===== config.mk =====
export PLATFORM = sky130hd
export DESIGN_NAME = shf_carry_shifter
export DESIGN_NICKNAME = d
export VERILOG_FILES = /design/src/rtl/shf_pkg.sv /design/src/rtl/shf_amt_decode.sv /design/src/rtl/shf_rotator.sv /design/src/rtl/shf_out_stage.sv /design/src/rtl/shf_carry_shifter.sv
export SDC_FILE = /design/constraint.sdc
export NUM_CORES = 1
export LEC_CHECK = 0
export ABC_AREA = 0
export BUFFER_PORTS_ARGS = -buffer_cell sky130_fd_sc_hd__buf_2
export CORE_UTILIZATION = 40
export DETAILED_ROUTE_END_ITERATION = 10
export HOLD_SLACK_MARGIN = 0.15
export PLACE_DENSITY = 0.67
export SYNTH_ARGS = -nofsm -noshare
export SYNTH_HDL_FRONTEND = slang
export SYNTH_HIERARCHICAL = 1
export SYNTH_SLANG_ARGS = --single-unit

===== constraint.sdc =====
create_clock -name clk -period 4.6 [get_ports clk]
set_input_delay 0.92 -clock clk [delete_from_list [all_inputs] [get_ports clk]]
set_output_delay 0.92 -clock clk [all_outputs]
set_load 0.03 [all_outputs]

===== src/rtl/shf_pkg.sv =====
package shf_pkg;
  typedef enum logic [1:0] {
    SHF_LSL  = 2'b00,
    SHF_LSR  = 2'b01,
    SHF_ROR  = 2'b10,
    SHF_PASS = 2'b11
  } shf_op_e;
endpackage


===== src/rtl/shf_amt_decode.sv =====
// Classifies the raw amount against the word width.
module shf_amt_decode #(
  parameter int W  = 32,
  parameter int AW = 8,
  localparam int SW = $clog2(W)
) (
  input  logic [AW-1:0] amt,
  output logic          is_zero,
  output logic          ge_w,
  output logic          gt_w,
  output logic [SW-1:0] low_amt
);
  always_comb begin
    is_zero = (amt == '0);
    ge_w    = (amt >= AW'(W));
    gt_w    = (amt >  AW'(W));
    low_amt = amt[SW-1:0];
  end
endmodule


===== src/rtl/shf_rotator.sv =====
// Log-depth right rotator: stage k rotates by 2**k when sel[k] is set.
module shf_rotator #(
  parameter int W = 32,
  localparam int SW = $clog2(W)
) (
  input  logic [W-1:0]  din,
  input  logic [SW-1:0] sel,
  output logic [W-1:0]  dout
);
  logic [W-1:0] stage [SW+1];
  assign stage[0] = din;

  for (genvar k = 0; k < SW; k++) begin : g_stage
    localparam int S = 1 << k;
    assign stage[k+1] = sel[k] ? {stage[k][S-1:0], stage[k][W-1:S]} : stage[k];
  end

  assign dout = stage[SW];
endmodule


===== src/rtl/shf_out_stage.sv =====
// Optional one-entry result register with valid/ready handshake.
module shf_out_stage #(
  parameter int W       = 32,
  parameter bit OUT_REG = 1'b1
) (
  input  logic         clk,
  input  logic         rst_n,
  input  logic         in_valid,
  output logic         in_ready,
  input  logic [W-1:0] in_data,
  input  logic         in_carry,
  output logic         out_valid,
  input  logic         out_ready,
  output logic [W-1:0] out_data,
  output logic         out_carry
);
  if (OUT_REG) begin : g_reg
    logic         full_q;
    logic [W-1:0] data_q;
    logic         carry_q;

    assign in_ready = !full_q || out_ready;

    always_ff @(posedge clk) begin
      if (!rst_n) begin
        full_q  <= 1'b0;
        data_q  <= '0;
        carry_q <= 1'b0;
      end else if (in_valid && in_ready) begin
        full_q  <= 1'b1;
        data_q  <= in_data;
        carry_q <= in_carry;
      end else if (out_ready) begin
        full_q  <= 1'b0;
      end
    end

    assign out_valid = full_q;
    assign out_data  = data_q;
    assign out_carry = carry_q;
  end else begin : g_pass
    logic unused_clk;
    assign unused_clk = clk ^ rst_n;
    assign in_ready  = out_ready;
    assign out_valid = in_valid;
    assign out_data  = in_data;
    assign out_carry = in_carry;
  end
endmodule


===== src/rtl/shf_carry_shifter.sv =====
module shf_carry_shifter #(
  parameter int W       = 32,
  parameter int AW      = 8,
  parameter bit OUT_REG = 1'b1
) (
  input  logic          clk,
  input  logic          rst_n,
  input  logic          in_valid,
  output logic          in_ready,
  input  logic [W-1:0]  in_data,
  input  logic [AW-1:0] in_amt,
  input  logic [1:0]    in_op,
  input  logic          in_cin,
  input  logic          in_upd,
  output logic          out_valid,
  input  logic          out_ready,
  output logic [W-1:0]  out_data,
  output logic          out_carry
);
  import shf_pkg::*;
  localparam int SW = $clog2(W);

  shf_op_e      op;
  logic         amt_zero, amt_ge, amt_gt;
  logic [SW-1:0] amt_low, rot_sel;
  logic [W-1:0] rot_out, mask_lo, mask_hi;
  logic [W-1:0] res;
  logic         new_c, carry_nxt;

  assign op = shf_op_e'(in_op);

  shf_amt_decode #(.W(W), .AW(AW)) u_dec (
    .amt     (in_amt),
    .is_zero (amt_zero),
    .ge_w    (amt_ge),
    .gt_w    (amt_gt),
    .low_amt (amt_low)
  );

  // A left rotate by r equals a right rotate by (W - r) mod W.
  assign rot_sel = (op == SHF_LSL) ? SW'(~amt_low + 1'b1) : amt_low;

  shf_rotator #(.W(W)) u_rot (
    .din  (in_data),
    .sel  (rot_sel),
    .dout (rot_out)
  );

  assign mask_lo = {W{1'b1}} >> amt_low;  // keeps bits a right shift retains
  assign mask_hi = {W{1'b1}} << amt_low;  // keeps bits a left shift retains

  always_comb begin
    res   = in_data;
    new_c = in_cin;
    if (!amt_zero) begin
      unique case (op)
        SHF_LSL: begin
          res   = amt_ge ? '0 : (rot_out & mask_hi);
          new_c = amt_gt ? 1'b0 : rot_out[0];
        end
        SHF_LSR: begin
          res   = amt_ge ? '0 : (rot_out & mask_lo);
          new_c = amt_gt ? 1'b0 : rot_out[W-1];
        end
        SHF_ROR: begin
          res   = rot_out;
          new_c = rot_out[W-1];
        end
        default: begin
          res   = in_data;
          new_c = in_cin;
        end
      endcase
    end
    carry_nxt = in_upd ? new_c : in_cin;
  end

  shf_out_stage #(.W(W), .OUT_REG(OUT_REG)) u_out (
    .clk       (clk),
    .rst_n     (rst_n),
    .in_valid  (in_valid),
    .in_ready  (in_ready),
    .in_data   (res),
    .in_carry  (carry_nxt),
    .out_valid (out_valid),
    .out_ready (out_ready),
    .out_data  (out_data),
    .out_carry (out_carry)
  );
endmodule


==> flow_summary.yaml, run 1 <==
floorplanning:
  die_h_um: 113
  io_pins: 83
  floorplan.rows: 40
  die-width_um: 113
  design.core.area_sq_um: 12000
  die_area_sq_um: 12800
  start_util_pct: 41.0
logic_synthesis:
  synth-edff-count: 0
  ys_seq_elements: 34
  synth_fa_ha_area_share_pct: 1.27
  synth_cells: 523
  synth-xor-area-share_pct: 0.356
  synth_top_family_by_area: "multiplexers"
  syn_area_per_cell_sq_um: 9.42
  synth_area_sq_um: 4930
  synth-async-reset-ratio_pct: 0
  synthSimpleGateAreaFrac_pct: 15.5
  ys_seq_area_share_pct: 13.8
  syn_nets: 576
  yosys_warnings: 6
  synthMuxAreaShare_pct: 44.6
  synth_ff_type: "dfxtp_1"
  synth_compound_area_share_pct: 15.7
  ys_types: 60
clock_tree:
  clk_root_buffer_cell: "clkbuf_16"
  cts.sinks: 34
  post_cts_buffers: 0
  cts-resized-gates: 0
  hold_buffers: 0
  clk_pin_slew_worst_paths_ps: 50
  cts_tree: "done"
  clock_latency_ps: 270
  cts_buffer_depth: 2
  htree_levels: 2
  cts_buffers: 5
finish:
  layout.cells.non_filler: 717
  final_nets: 622
  antenna_cells: 0
  area_growth_pct: 10.8
  final_common_cell: "nand2_1"
  layout_common_cells: "111 x nand2_1, 82 x buf_2, 63 x mux4_2"
  drive_gt1_share_pct: 38.4
global_route:
  grtUsageTotal_pct: 28.0
  overflow: 0
  antenna_found_initial: 0
  grt_first_pass_wirelength_mm: 27.1
  grt_max_degree: 68
  first_global_vias: 4712
routing:
  ant_nets: 0
  drt-total-wl_mm: 17.4
  drtPass1Iterations: 5
  via_per_inst: 6.63
  vias: 4755
  wire_per_inst_um: 24.2
  post-route-drc-count: 0
  first_iter_violations: 670
placement:
  place_inst: 709
  gp_congestion: 0.980
  port_buffers: 82
  dp_slack_ps: 346
  dp_hpwl_mm: 13.3
timing:
  maxSlewViolCount: 0
  rsz0062_at_grt: "false"
  setup_ws_ps: 641
  finalSetupViolCount: 0
  fin_setup_tns_ps: 0
  layout_min_cycle_time_ps: 3960
  finalCritPeriodShare_pct: 86.1
  max_slew_margin_pct: 29.1
  max_freq_mhz: 253
  clock_skew_ps: 1.65
  hold_viol_final: 0
  worstMarginPinSlew_ps: 1060
  fin_worst_hold_slack_ps: 458
power:
  power_density_nw_per_um2: 268
  p_leak_nw: 2.20
  ir_drop_v: 0.000159
status:
  status: "completed"
critical_path:
  crit_required_ps: 4740
  end_kind: "flop"
  start_kind: "input port"
  path_class: "in2reg"
  critPathMaxFanout: 13
  crit_arrival_ps: 4100
worst_hold_path:
  min_path_type: "reg2reg"
run:
  maxCapViolations: 0
-- worst paths after layout --
kind | start | cells past startpoint | slack, ps | end
setup / recovery | in_amt[0] | 15 | 640 | u_out/out_carry
hold / removal | u_out/out_data[19] | 2 | 460 | u_out/out_data[19]
setup reg to reg | u_out/out_valid | 3 | 3320 | u_out/out_data[17]
hold reg to reg | u_out/out_data[19] | 2 | 460 | u_out/out_data[19]
-- worst max-delay path, stage by stage --
cell and delay (ps):
buf_2 150, inv_1 80, ha_1 280, nand2_1 80, o21ai_4 220, buf_12 230
mux4_1 620, mux4_2 530, mux2_2 310, or3b_1 170, a21oi_1 60, a31oi_1 170
a31oi_1 100, nand2_1 90, mux2i_1 90
-- per-stage QoR --
stage                     util, %  total power (W)  area, sq um
after detailed placement     44.2          0.00112         5310
after floorplan                 -         0.000913         4930
after global routing         45.5          0.00154         5460
final                        45.5          0.00147         5460
after CTS                    45.5          0.00145         5460
after global placement       44.2          0.00112         5310
-- cell families (layout without fill, tap and decap cells) --
family / Yosys count / in the layout
and+or+nand+nor: 170 / 170
muxes: 135 / 135
AOI/OAI and AO/OA: 111 / 111
buffers and inverters: 66 / 113
DFF: 34 / 34
adders and majority gates: 5 / 5
xor gates and xnor gates: 2 / 2
-- where the power goes --
part	switching, W	internal [W]
Clock	0.000120	0.000214
Sequential	0.0000113	0.000315
Combinational	0.000442	0.000362
-- Yosys cell counts, drive strengths merged, types with 2 or more instances --
master   count  share of area (%)
a211oi       2               0.30
a21boi       3               0.46
a21o         3               0.46
a21oi       23                2.7
a221o        2               0.41
a22o        13                2.3
a22oi       12                1.8
a31oi        8                1.1
and2         2               0.30
and3         3               0.38
buf         43                7.0
clkbuf      15                1.1
dfxtp       34                 14
ha           5                1.3
inv          8               0.61
mux2        33                7.5
mux2i       38                7.7
mux4        64                 29
nand2      111                8.5
nand2b       8                1.2
nand3       11                1.1
nand4        2               0.25
nor2        15                1.2
nor3         7               0.91
o2111ai      2               0.36
o211ai       7                1.1
o21a         2               0.30
o21ai       22                2.2
o31ai        4               0.61
or3          5               0.74
xnor2        2               0.36
-- final cells by class --
type	count	area, sq um
Inverter	8	30.0
Tap cell	147	184
Clock buffer	7	143
Clock inverter	1	5.00
Timing Repair Buffer	97	573
Multi-Input combinational cell	423	3850
Fill cell	1179	6550
Sequential cell	34	681
-- registers in the layout, summed over array words and instances (netlist names) --
signal,count
u_out/out_data,32
u_out/out_valid,1
u_out/out_carry,1
-- layer usage --
layer / GRT usage, % / up-vias / share of wire, %
met5: 0 / - / 0
met4: 12.6 / 0 / 4.8
met3: 6.91 / 61 / 10
met2: 44.2 / 289 / 45
met1: 36.3 / 2315 / 40
li1: - / 2090 / -
No activity file was read; power rests on OpenSTA's default activity.
==> run 2: changes to the inputs <==
==> constraint.sdc (replaced) <==
create_clock -name clk -period 4.6 [get_ports clk]
set_input_delay 0 -clock clk [delete_from_list [all_inputs] [get_ports clk]]
set_output_delay 0 -clock clk [all_outputs]
set_load 0.03 [all_outputs]
==> run 2 against run 1 <==
Compared with the run above: sequential share of layout area up 0.16 points; critical endpoint unchanged; maximum frequency up 0.39%; via count up 1.6%; largest cell class unchanged; highest routed layer unchanged; wire length down 2.5%.
==> flow_summary.yaml, run 2 (synthesis gave the netlist of run 1 again) <==
finish:
  final_common_cell: "nand2_1"
  drive_gt1_share_pct: 37.3
  fin_util_pct: 44.9
  layout_common_cells: "111 x nand2_1, 82 x buf_2, 63 x mux4_2"
  register_area_sq_um: 681
  area_growth_pct: 9.42
  antenna_cells: 0
  multi_input_area_sq_um: 3850
  fillers: 1190
  final_nets: 618
  largest_register_ff_count: 32
routing:
  ant_nets: 0
  vias: 4830
  drt-total-wl_mm: 16.9
  via_per_inst: 6.77
  wire_per_inst_um: 23.8
  first_iter_violations: 699
  post-route-drc-count: 0
  drtPass1Iterations: 6
power:
  ir_drop_v: 0.000139
  combinationalPowerShare_pct: 54.4
  p_leak_nw: 2.16
  sw_frac_of_total_pct: 39.4
  clkPwrFrac_pct: 23.2
  seqPwrFrac_pct: 22.4
  power_w: 0.00145
  power_density_nw_per_um2: 269
  p_int_w: 0.000880
  p_sw_w: 0.000571
placement:
  dp_hpwl_mm: 12.7
  port_buffers: 82
  gp_congestion: 1.00
  dp_slack_ps: 930
critical_path:
  critPathMaxFanout: 32
  end_kind: "flop"
  crit_required_ps: 4740
  path_class: "in2reg"
  crit_arrival_ps: 4080
  start_kind: "input port"
clock_tree:
  cts_buffer_depth: 2
  cts_buffers: 5
  cts.sinks: 34
  cts_tree: "done"
  post_cts_buffers: 0
  clock_latency_ps: 270
  htree_levels: 2
  clk_pin_slew_worst_paths_ps: 60
  cts-resized-gates: 0
  clk_root_buffer_cell: "clkbuf_16"
timing:
  layout_min_cycle_time_ps: 3940
  fin_setup_tns_ps: 0
  worstMarginPinSlew_ps: 1070
  max_slew_margin_pct: 28.9
  rsz0062_at_grt: "false"
  maxSlewViolCount: 0
  setup_ws_ps: 656
  max_freq_mhz: 254
  finalCritPeriodShare_pct: 85.7
  clock_skew_ps: 1.93
  finalSetupViolCount: 0
  hold_viol_final: 0
global_route:
  overflow: 0
  grtUsageTotal_pct: 26.9
  grt_first_pass_wirelength_mm: 26.5
  grt_max_degree: 68
  first_global_vias: 4663
  antenna_found_initial: 0
floorplanning:
  die-width_um: 113
  start_util_pct: 41.0
  die_area_sq_um: 12800
  floorplan.rows: 40
  die_h_um: 113
  io_pins: 83
  design.core.area_sq_um: 12000
status:
  status: "completed"
worst_hold_path:
  min_path_type: "in2reg"
run:
  maxCapViolations: 0
==> run 2: worst max-delay path: stages <==
cell and delay [ps]:
buf_2 110, nor2_2 480, o31ai_1 230, xnor2_2 170, buf_4 420, mux4_2 640
mux4_2 500, mux2_2 310, or3b_1 170, a21oi_1 60, a31oi_1 150, a31oi_1 90
dlygate4sd3_1 590, nand2_1 60, mux2i_1 90
==> run 2: layout make-up <==
class                      count  area share, %
inverter                       8          0.557
clock inverter                 1         0.0928
tap                          147           3.41
timing repair buffer          93           9.33
sequential                    34           12.6
clock buffer                   7           2.65
multi-input combinational    423           71.3
==> run 2: repair_timing <==
item | CTS | global route
setup endpoints to repair | 0 | 0
endpoints found under the hold margin | 2 | 0
hold buffers | 4 | 0
==> run 2: final timing paths <==
check / startpoint / cells after the start / endpoint / slack (ps)
worst max-delay path: in_op[0] / 15 / u_out/out_carry / 660
worst min-delay path: in_data[15] / 5 / u_out/out_data[15] / 180
worst max register to register: u_out/out_valid / 3 / u_out/out_data[8] / 3310
worst min register to register: u_out/out_data[15] / 2 / u_out/out_data[15] / 450
==> run 2: power by group through the flow <==
stage | sequential, W | combinational, W | clock [W]
after floorplan | 0.000370 | 0.000543 | 0
after global placement | 0.000331 | 0.000753 | 0
after detailed placement | 0.000332 | 0.000762 | 0
after CTS | 0.000326 | 0.000769 | 0.000342
after global routing | 0.000328 | 0.000829 | 0.000356
final | 0.000326 | 0.000790 | 0.000336
==> run 2: layer usage <==
metal | share of wire (%) | global-route usage [%] | wire (um)
met1 | 37 | 33.7 | 6300
met2 | 46 | 43.7 | 7810
met3 | 11 | 6.86 | 1930
met4 | 5.3 | 12.7 | 905
met5 | 0 | 0 | 0
==> run 2: metrics by stage <==
step | instance area, sq um | hold slack [ps] | instances
after global routing | 5390 | 218 | 713
after CTS | 5390 | 168 | 713
after detailed placement | 5200 | 280 | 701
final | 5390 | 178 | 713
after global placement | 5200 | 260 | 701
after floorplan | 4930 | 139 | 523
